### src/rtl/sdma_pkg.sv
// Shared register selects for the serial DMA register front-end.
package sdma_pkg;
    localparam int REG_AW = 2;
    localparam int N_ADDR_REGS = 3;

    typedef enum logic [REG_AW-1:0] {
        SEL_MEM  = 2'd0,
        SEL_PULL = 2'd1,
        SEL_PUSH = 2'd2,
        SEL_STAT = 2'd3
    } reg_sel_e;
endpackage

### src/rtl/sdma_mask_reg.sv
// Bit-masked storage register.
// Assumes: d and m are valid whenever we is high; reset clears to zero.
module sdma_mask_reg #(
    parameter int W = 32
) (
    input  logic         clk,
    input  logic         rst_n,
    input  logic         we,
    input  logic [W-1:0] d,
    input  logic [W-1:0] m,
    output logic [W-1:0] q
);
    // Merge new data into the selected bits only.
    always_ff @(posedge clk) begin
        if (!rst_n)
            q <= '0;
        else if (we)
            q <= (q & ~m) | (d & m);
    end
endmodule

### src/rtl/sdma_ctrl.sv
// Launch and interrupt control: turns address-register writes into one-cycle
// start strobes, tracks the in-flight flag and keeps the interrupt flag.
// Assumes: done is meaningful only while busy; done outranks acknowledge.
module sdma_ctrl (
    input  logic clk,
    input  logic rst_n,
    input  logic req_pull,
    input  logic req_push,
    input  logic done,
    input  logic ack,
    output logic pull_start,
    output logic push_start,
    output logic busy,
    output logic irq
);
    logic launch;
    assign launch = (req_pull || req_push) && !busy;

    // One-cycle strobes, issued only from idle.
    always_ff @(posedge clk) begin
        if (!rst_n) begin
            pull_start <= 1'b0;
            push_start <= 1'b0;
        end else begin
            pull_start <= req_pull && !busy;
            push_start <= req_push && !busy;
        end
    end

    // In-flight flag: set on launch, cleared by completion.
    always_ff @(posedge clk) begin
        if (!rst_n)
            busy <= 1'b0;
        else if (launch)
            busy <= 1'b1;
        else if (done)
            busy <= 1'b0;
    end

    // Interrupt flag: completion sets, a status write clears.
    always_ff @(posedge clk) begin
        if (!rst_n)
            irq <= 1'b0;
        else if (done && busy)
            irq <= 1'b1;
        else if (ack)
            irq <= 1'b0;
    end
endmodule

### src/rtl/sdma_regs.sv
// Serial DMA register front-end top: decodes masked writes, keeps three address
// registers, forwards launches and completion to the control unit, and serves
// combinational register reads with live status flags.
// Assumes: at most one write per cycle; the engine pulses xfer_done once.
module sdma_regs #(
    parameter int DATA_W   = 32,
    parameter int IRQ_BIT  = 12,
    parameter int BUSY_BIT = 0
) (
    input  logic                       clk,
    input  logic                       rst_n,
    input  logic                       bus_wr,
    input  logic [sdma_pkg::REG_AW-1:0] bus_addr,
    input  logic [DATA_W-1:0]          bus_wdata,
    input  logic [DATA_W-1:0]          bus_wmask,
    input  logic [sdma_pkg::REG_AW-1:0] bus_raddr,
    output logic [DATA_W-1:0]          bus_rdata,
    output logic [DATA_W-1:0]          mem_addr,
    output logic                       pull_start,
    output logic [DATA_W-1:0]          pull_paddr,
    output logic                       push_start,
    output logic [DATA_W-1:0]          push_paddr,
    input  logic                       xfer_done,
    output logic                       irq
);
    import sdma_pkg::*;

    localparam int NREG = N_ADDR_REGS;

    logic [NREG-1:0]   reg_we;
    logic [DATA_W-1:0] addr_q [NREG];
    logic              busy;
    logic              stat_wr;
    logic [DATA_W-1:0] status_word;

    // One masked register per address slot.
    for (genvar i = 0; i < NREG; i++) begin : g_addr
        assign reg_we[i] = bus_wr && (bus_addr == REG_AW'(i));
        sdma_mask_reg #(.W(DATA_W)) u_reg (
            .clk (clk),
            .rst_n(rst_n),
            .we  (reg_we[i]),
            .d   (bus_wdata),
            .m   (bus_wmask),
            .q   (addr_q[i])
        );
    end

    assign stat_wr = bus_wr && (bus_addr == SEL_STAT);

    sdma_ctrl u_ctrl (
        .clk       (clk),
        .rst_n     (rst_n),
        .req_pull  (reg_we[SEL_PULL]),
        .req_push  (reg_we[SEL_PUSH]),
        .done      (xfer_done),
        .ack       (stat_wr),
        .pull_start(pull_start),
        .push_start(push_start),
        .busy      (busy),
        .irq       (irq)
    );

    assign mem_addr   = addr_q[SEL_MEM];
    assign pull_paddr = addr_q[SEL_PULL];
    assign push_paddr = addr_q[SEL_PUSH];

    // Live status: only the two flag positions are populated.
    always_comb begin
        status_word           = '0;
        status_word[IRQ_BIT]  = irq;
        status_word[BUSY_BIT] = busy;
    end

    // Read mux over the four selects.
    always_comb begin
        case (reg_sel_e'(bus_raddr))
            SEL_MEM:  bus_rdata = addr_q[SEL_MEM];
            SEL_PULL: bus_rdata = addr_q[SEL_PULL];
            SEL_PUSH: bus_rdata = addr_q[SEL_PUSH];
            default:  bus_rdata = status_word;
        endcase
    end
endmodule

### config.mk
export PLATFORM = sky130hd
export DESIGN_NAME = sdma_regs
export DESIGN_NICKNAME = d
export VERILOG_FILES = /design/src/rtl/sdma_pkg.sv /design/src/rtl/sdma_mask_reg.sv /design/src/rtl/sdma_ctrl.sv /design/src/rtl/sdma_regs.sv
export SDC_FILE = /design/constraint.sdc
export NUM_CORES = 1
export LEC_CHECK = 0
export ABC_CLOCK_PERIOD_IN_PS = 1200
export CORE_MARGIN = 2
export CORE_UTILIZATION = 23
export CTS_BUF_LIST = sky130_fd_sc_hd__clkbuf_16
export CTS_CLUSTER_DIAMETER = 30
export DETAILED_ROUTE_END_ITERATION = 8
export DONT_BUFFER_PORTS = 1
export GPL_TIMING_DRIVEN = 0
export PLACE_DENSITY_LB_ADDON = 0.08
export SLEW_MARGIN = 10
export SYNTH_ARGS = -nofsm -noshare
export SYNTH_HDL_FRONTEND = slang
export SYNTH_SLANG_ARGS = --single-unit
### constraint.sdc
create_clock -name clk -period 1.2 [get_ports clk]
set_input_delay 0.18 -clock clk [delete_from_list [all_inputs] [get_ports clk]]
set_output_delay 0.18 -clock clk [all_outputs]
set_load 0.005 [all_outputs]
; ---- Yosys cells after proc, flatten, opt, wreduce, memory -nomap -nowiden
; Index checks and enable logic that the tools add are counted.
[totals]
ff_bits = 100
in_bits = 72
out_inout_bits = 131
[op_classes]
eq_ne = 5
muxes = 5
n_bitwise = 8
reduce_logical = 14
[op_table]
columns = op, n
row1 = 32-bit bitwise AND, 4
row2 = 32-bit bitwise OR, 3
row3 = 32-bit case mux with 3 select lines, 1
row4 = 32-bit NOT, 1
row5 = 1-bit logical AND, 8
row6 = 2-bit equality test (second input constant), 3
row7 = 2-bit by 1-bit equality test with 1-bit output (second input constant), 2
row8 = 2-bit logical NOT, 2
row9 = 1-bit two-way mux, 4
row10 = 2-bit nonzero test, 2
row11 = 1-bit logical NOT, 1
row12 = 1-bit logical OR, 1

; ---- Depth between registers and ports, before layout
; Gate-level depths: netlist (run 1).
[logic_depth]
word_depth = 5
mapped_depth = 5
ltp_nobuf = 2

; ---- Cells and area by module
; A second synthesis (run 1) with hierarchy kept.
[unflattened]
hier_cells = 599
hier_area_um2 = 5099.9
[by_module_without_submodules]
columns = mod, instances, cells_per_inst, area_each_um2, seq_area_each_um2
row1 = sdma_mask_reg, 3, 170, 1395.1, 640.6
row2 = sdma_regs, 1, 79, 787.0, 0.0
row3 = sdma_ctrl, 1, 10, 127.6, 80.1

; ---- Worst setup path before layout (run 1)
; OpenSTA, ideal clock, no wires.
[synth_path]
path_type = input to output
from = in bus_raddr[0] (netlist name)
to = out bus_rdata[12]
arrival_ns = 0.839
setup_slack_ns = 0.181
cell_stages = 3
path_cell_list = buf_2 -> buf_4 -> mux4_2
[synth_via]
elab_chain_len = 2
elab_cells_between_ends = 4
[synth_lines]
columns = element, line_no
row1 = from (decl), sdma_regs.sv:16  ; input logic [sdma_pkg::REG_AW-1:0] bus_raddr,
row2 = "2-bit equality test, or another cell as far along", sdma_regs.sv:77  ; case (reg_sel_e'(bus_raddr))
row3 = 32-bit case mux with 3 select lines (*), sdma_regs.sv:77
row4 = to (decl), sdma_regs.sv:17  ; output logic [DATA_W-1:0] bus_rdata,
; Every way passes the cells marked *; elsewhere a longest branch is shown, timed or not.

; ---- Worst setup path after layout (run 1)
[layout_path]
from = reg u_ctrl.irq
to = out bus_rdata[12]
[layout_via]
elab_chain_len = 1
[layout_lines]
columns = element, line_no
row1 = from (decl), sdma_ctrl.sv:14  ; output logic irq
row2 = from (signal assigned), sdma_ctrl.sv:43  ; irq <= 1'b0;
row3 = from (signal assigned), sdma_ctrl.sv:45  ; irq <= 1'b1;
row4 = from (signal assigned), sdma_ctrl.sv:47  ; irq <= 1'b0;
row5 = 32-bit case mux with 3 select lines, sdma_regs.sv:77
; Every way passes these cells.

==> results.json, run 1 <==
{
  "core_um2": 23300,
  "synth_compound_area_frac": 0.0522,
  "dr.pass1.iters": 6,
  "cp.required_ns": 1.02,
  "placed_area_um2": 5840,
  "crit_path_end_kind": "output port",
  "antenna_found_initial": 0,
  "vias_per_cell": 4.92,
  "overflow": 0,
  "r2r-start": "u_ctrl.busy",
  "swShare": 0.271,
  "worstMarginPinSlew_ns": 0.702,
  "hold_viol_final": 0,
  "clk_pin_slew_ns": 0.08,
  "slowest_stage": "mux4_2",
  "final_common_cell": "nand2_1",
  "synth_simple_gate_area_frac": 0.276,
  "nets": 647,
  "fin_ws_ns": -0.206,
  "grt_max_degree": 16,
  "wl_um": 22200,
  "finalSetupViolCount": 3,
  "ys_warn_count": 0,
  "avgSynthCellArea_um2": 9.80,
  "post_synth_num_cell_types": 22,
  "synth_fa_ha_area_frac": 0,
  "hpwl_um": 15300,
  "hold_path_class": "in -> reg",
  "grt_first_pass_wirelength_um": 31600,
  "slew-limit-headroom": 0.532,
  "synthToLayoutAreaGrowth_pct": 19.2,
  "die_area_um2": 24900,
  "violations": "setup timing",
  "synth_top_area_frac": 0.368,
  "outcome": "finished, violations left",
  "initial_core_util": 0.233,
  "fin_worst_skew_ns": 0.000861,
  "worstSetupPathType": "reg -> out",
  "dieHeight_um": 158,
  "synth_top_flop_cell": "dfxtp_1",
  "drive_gt1_frac": 0.253,
  "gr-usage-all-layers": 0.175,
  "ant_nets": 0,
  "final_cell_area_um2": 6480,
  "r2r-end": "u_ctrl.irq",
  "cts.path.max_buffers": 2,
  "hold_depth": 2,
  "p_int_uw": 5550,
  "synth_fp_nets": 627,
  "antenna_cells": 0,
  "p_per_area_nw_per_um2": 1170,
  "drv_cap": 0,
  "htreeDepth": 3,
  "clock_power_share": 0.420,
  "most-common-layout-cells": "nand2_1 (129), mux2i_1 (124), nand4b_1 (64)",
  "cts_root_buffer": "clkbuf_16",
  "timing.final.crit_share": 1.17,
  "dr.first_iter.drc_count": 180,
  "yosysSeqAreaShare": 0.368,
  "maxSlewViolCount": 0,
  "crit_chain": "mux4_2",
  "synth_edf_count": 0,
  "whs_ns": 0.00901,
  "critPathLaunchType": "flop",
  "std_cell_rows": 56,
  "finalCriticalPeriod_ns": 1.41,
  "async_reset_ff_frac": 0,
  "netlist_area_um2": 5440,
  "synth_xor_area_frac": 0.00161,
  "yosysTopAreaCell": "dfxtp_1",
  "path_buf_inv": 0,
  "irDropWorstVdd_mv": 0.548,
  "grt_pass1_vias": 4811,
  "rr_worst_depth": 2,
  "synth_top_family_by_area": "simple AND/OR/NAND/NOR gates",
  "pwr-share-seq": 0.458,
  "vias": 4420,
  "critPathMaxStageDelay_ns": 0.52,
  "min_from": "bus_wdata[22]",
  "cts_tree": "done",
  "arrival_ns": 1.23,
  "drcViolationCount": 0,
  "rsz0062_at_grt": "yes",
  "combPwrFrac": 0.122,
  "synthMuxAreaShare": 0.240,
  "dp_slack_ns": -0.265,
  "p_switching_uw": 2060,
  "reg2reg_slack_ns": 0.32,
  "synth_cells": 555,
  "netlist_top_cells_area": "dfxtp_1 (37%), mux2i_1 (23%), nand4b_1 (10%), nand2_1 (8.9%), and4bb_1 (7.4%)",
  "finalSetupTns_ns": -0.412,
  "die_w_um": 158,
  "fill_cells": 2490,
  "cts_buffers": 9,
  "pin_count": 203,
  "place.gp.congestion": 0.728,
  "insertion_delay_ns": 0.35,
  "max_freq_ghz": 0.711,
  "p_leak_uw": 0.00264,
  "critPathTopFamily": "multiplexers",
  "io_buffers": 0,
  "wl_per_cell_um": 24.7,
  "cts_sinks": 100,
  "worstPathMaxFanout": 4,
  "synth-seq-cells": 100
}
-- cells in the mapped netlist, drive strengths merged, types with 2 or more instances --
cell	number
nand2	129
mux2i	126
dfxtp	100
nand4b	64
buf	44
and4bb	32
o2bb2ai	30
clkbuf	15
nand3b	3
mux4	2
nor2b	2
-- logic make-up after synthesis --
| family | after synthesis |
|---|---|
| AOI/OAI and AO/OA | 33 |
| xor gates and xnor gates | 1 |
| buffers and inverters | 59 |
| DFF | 100 |
| muxes | 128 |
| and+or+nand+nor | 234 |
-- metal layers --
layer	GRT usage	vias to the layer above	wire, µm
li1	-	2063	-
met1	0.219	2197	9850
met2	0.298	147	10600
met3	0.0419	13	1410
met4	0.0545	0	293
met5	0	-	0
-- how the worst max path moves through the flow --
stage	start	to	slack [ns]	depth (start not counted)
finish	u_ctrl.irq	bus_rdata[12]	-0.21	1
global route	u_ctrl.irq	bus_rdata[12]	-0.24	1
CTS	u_ctrl.irq	bus_rdata[12]	-0.23	1
detailed placement	rst_n	flop	-0.27	4
global placement	rst_n	flop	-0.26	4
floorplan	bus_raddr[0]	bus_rdata[12]	0.18	3
-- stage by stage --
stage          total power (µW)  instances   util
2_1_floorplan              4110        555      -
3_3_place_gp               4440        874  0.250
3_5_place_dp               4450        874  0.250
4_1_cts                    7730        899  0.274
5_1_grt                    7920        899  0.278
6_report                   7610        899  0.278
-- area by class of cell --
class                      count  area [µm²]  area share
multi-input combinational    396        3190       0.493
clock buffer                   9         225      0.0347
clock inverter                 7        83.8      0.0129
sequential                   100        2100       0.324
buffer                        59         389      0.0600
timing repair buffer           9        90.1      0.0139
tap                          319         399      0.0616
-- power by group through the flow --
stage               logic [µW]  clock network (µW)  registers (µW)
finish                     930                3200            3490
detailed placement         883                   0            3560
global route              1000                3420            3500
CTS                        933                3300            3490
floorplan                  584                   0            3530
global placement           878                   0            3560
-- what timing repair did --
action / CTS / global route
setup endpoints to repair: 32 / 32
resized for setup: 82 / 25
hold endpoints to repair: 10 / 0
pin swaps: 12 / 20
gates cloned: 0 / 0
setup buffers: 0 / 0
hold buffers: 9 / 0
Note: power is estimated with default switching activity, not from simulation.
==> run 2, diff against run 1 <==
Settings changed: ABC_AREA set to 1, SKIP_LAST_GASP set to 1.
==> run 2 against run 1 <==
Compared with the run above:
- the flow now finishes without violations
- maximum frequency is 19% higher
- clock-buffer cell count did not move
- non-clock buffer count up 20
- core utilization hardly changed
- largest power group unchanged
- setup slack improved by 0.22 ns
==> results.json, run 2 <==
{
  "worstMarginPinSlew_ns": 0.732,
  "htreeDepth": 3,
  "fin_worst_skew_ns": 0.00632,
  "cts_buffers": 9,
  "crit_path_end_kind": "output port",
  "vias": 5775,
  "post_synth_num_cell_types": 17,
  "rsz0062_at_grt": "yes",
  "timing.final.crit_share": 0.987,
  "nets": 1034,
  "wl_um": 24000,
  "finalSetupTns_ns": 0,
  "critPathLaunchType": "flop",
  "dr.pass1.iters": 4,
  "avgSynthCellArea_um2": 6.08,
  "yosysSeqAreaShare": 0.359,
  "die_area_um2": 25500,
  "critPathMaxStageDelay_ns": 0.35,
  "grt_max_degree": 17,
  "yosys-top-cells-count": "nand2_1 (265), inv_1 (165), nor2_1 (162), dfxtp_1 (100), nand4_1 (98)",
  "wl_per_cell_um": 18.6,
  "path_buf_inv": 1,
  "worstPathMaxFanout": 2,
  "hold_viol_final": 0,
  "dieHeight_um": 160,
  "netlist_top_cells_area": "dfxtp_1 (36%), nand2_1 (18%), inv_1 (11%), nand4_1 (11%), nor2_1 (11%)",
  "vias_per_cell": 4.47,
  "async_reset_ff_frac": 0,
  "ant_nets": 0,
  "synth_top_flop_cell": "dfxtp_1",
  "arrival_ns": 1.00,
  "max_freq_ghz": 0.844,
  "synthToLayoutAreaGrowth_pct": 19.8,
  "antenna_cells": 0,
  "cp.required_ns": 1.02,
  "critPathTopFamily": "flip-flops",
  "io_buffers": 0,
  "cts_root_buffer": "clkbuf_16",
  "gr-usage-all-layers": 0.187,
  "finalCriticalPeriod_ns": 1.18,
  "cts.path.max_buffers": 2,
  "antenna_found_initial": 1,
  "synth_top_area_frac": 0.359,
  "std_cell_rows": 57,
  "synth_fp_nets": 990,
  "clk_pin_slew_ns": 0.08,
  "outcome": "complete, no violations",
  "irDropWorstVdd_mv": 0.573,
  "netlist_area_um2": 5580,
  "worstSetupPathType": "reg -> out",
  "drive_gt1_frac": 0.109,
  "finalSetupViolCount": 0,
  "final_common_cell": "nand2_1",
  "insertion_delay_ns": 0.35,
  "overflow": 0,
  "p_leak_uw": 0.00314,
  "p_per_area_nw_per_um2": 1150,
  "pin_count": 203,
  "hpwl_um": 17000,
  "initial_core_util": 0.232,
  "hold_path_class": "in -> reg",
  "most-common-layout-cells": "nand2_1 (265), inv_1 (162), nor2_1 (160)",
  "grt_pass1_vias": 5662,
  "cts_tree": "done",
  "maxSlewViolCount": 0,
  "grt_first_pass_wirelength_um": 36200,
  "cts_sinks": 100,
  "die_w_um": 160,
  "yosysTopAreaCell": "dfxtp_1",
  "slew-limit-headroom": 0.512,
  "slowest_stage": "dfxtp_2",
  "crit_chain": "inv_2, o211ai_1",
  "core_um2": 24100,
  "yosysMostFrequentCell": "nand2_1",
  "synth_edf_count": 0,
  "drcViolationCount": 0,
  "fin_util": 0.277,
  "place.gp.congestion": 0.727,
  "synth_cells": 918,
  "ys_warn_count": 0,
  "dr.first_iter.drc_count": 272,
  "synth-seq-cells": 100,
  "drv_cap": 0
}
==> run 2: stage by stage <==
step / hold WS (ns) / cells / area (µm²) / setup WS, ns / total power (µW)
global route: 0.0203 / 1291 / 6690 / -0.0445 / 8110
CTS: 0.0115 / 1291 / 6650 / -0.0211 / 7880
detailed placement: 0.324 / 1242 / 5990 / -0.313 / 4600
global placement: 0.325 / 1242 / 5990 / -0.293 / 4600
floorplan: 0.315 / 918 / 5580 / 0.191 / 4240
finish: 0.0287 / 1291 / 6690 / 0.0156 / 7710
==> run 2: cells by family after synthesis <==
kind of cell,Yosys count,synth area share
AO/OA/AOI/OAI,32,0.0421
buffers and inverters,222,0.164
flip-flops,100,0.359
AND/OR/NAND/NOR,564,0.435
==> run 2: worst reg2reg max path: cells and delay by family, from the launching register on <==
family                 cells  cell delay, ns
and+or+nand+nor            2            0.15
DFF                        1            0.43
buffers and inverters      2            0.09
==> run 2: per-layer routing <==
metal	global-route usage	share of wire	wire, µm	up-vias
met4	0.0528	0.018	431	2
li1	-	-	-	2947
met3	0.0423	0.061	1460	22
met2	0.296	0.44	10700	169
met5	0	0.00046	11	-
met1	0.256	0.48	11500	2635
==> run 2: final timing paths <==
kind / start / endpoint / slack, ns / depth (start not counted)
setup / recovery: flop / bus_rdata[25] / 0.02 / 2
setup reg to reg: flop / flop / 0.47 / 4
hold / removal: bus_wmask[24] / flop / 0.03 / 3
hold reg to reg: u_ctrl.busy / u_ctrl.push_start / 0.47 / 1
==> run 2: timing repair <==
| action | CTS | global route |
|---|---|---|
| gates resized for setup | 24 | 31 |
| setup buffers | 0 | 0 |
| endpoints found under the hold margin | 66 | 0 |
| pin swaps | 5 | 24 |
| setup endpoints to repair | 32 | 31 |
| hold buffers | 33 | 0 |
==> run 2: power breakdown <==
group	internal, µW	switching, µW	leakage (µW)	total [µW]
registers	3440	133	0.000830	3570
logic	345	701	0.00216	1050
clock network	1620	1470	0.000145	3090
==> run 2: final cells by class <==
| cell class | instances | area [µm²] |
|---|---|---|
| tap | 324 | 405 |
| inverter | 167 | 627 |
| fill | 2842 | 17400 |
| multi-input combinational | 596 | 2670 |
| buffer | 55 | 309 |
| timing repair buffer | 33 | 330 |
| sequential | 100 | 2060 |
| clock inverter | 7 | 67.6 |
| clock buffer | 9 | 225 |
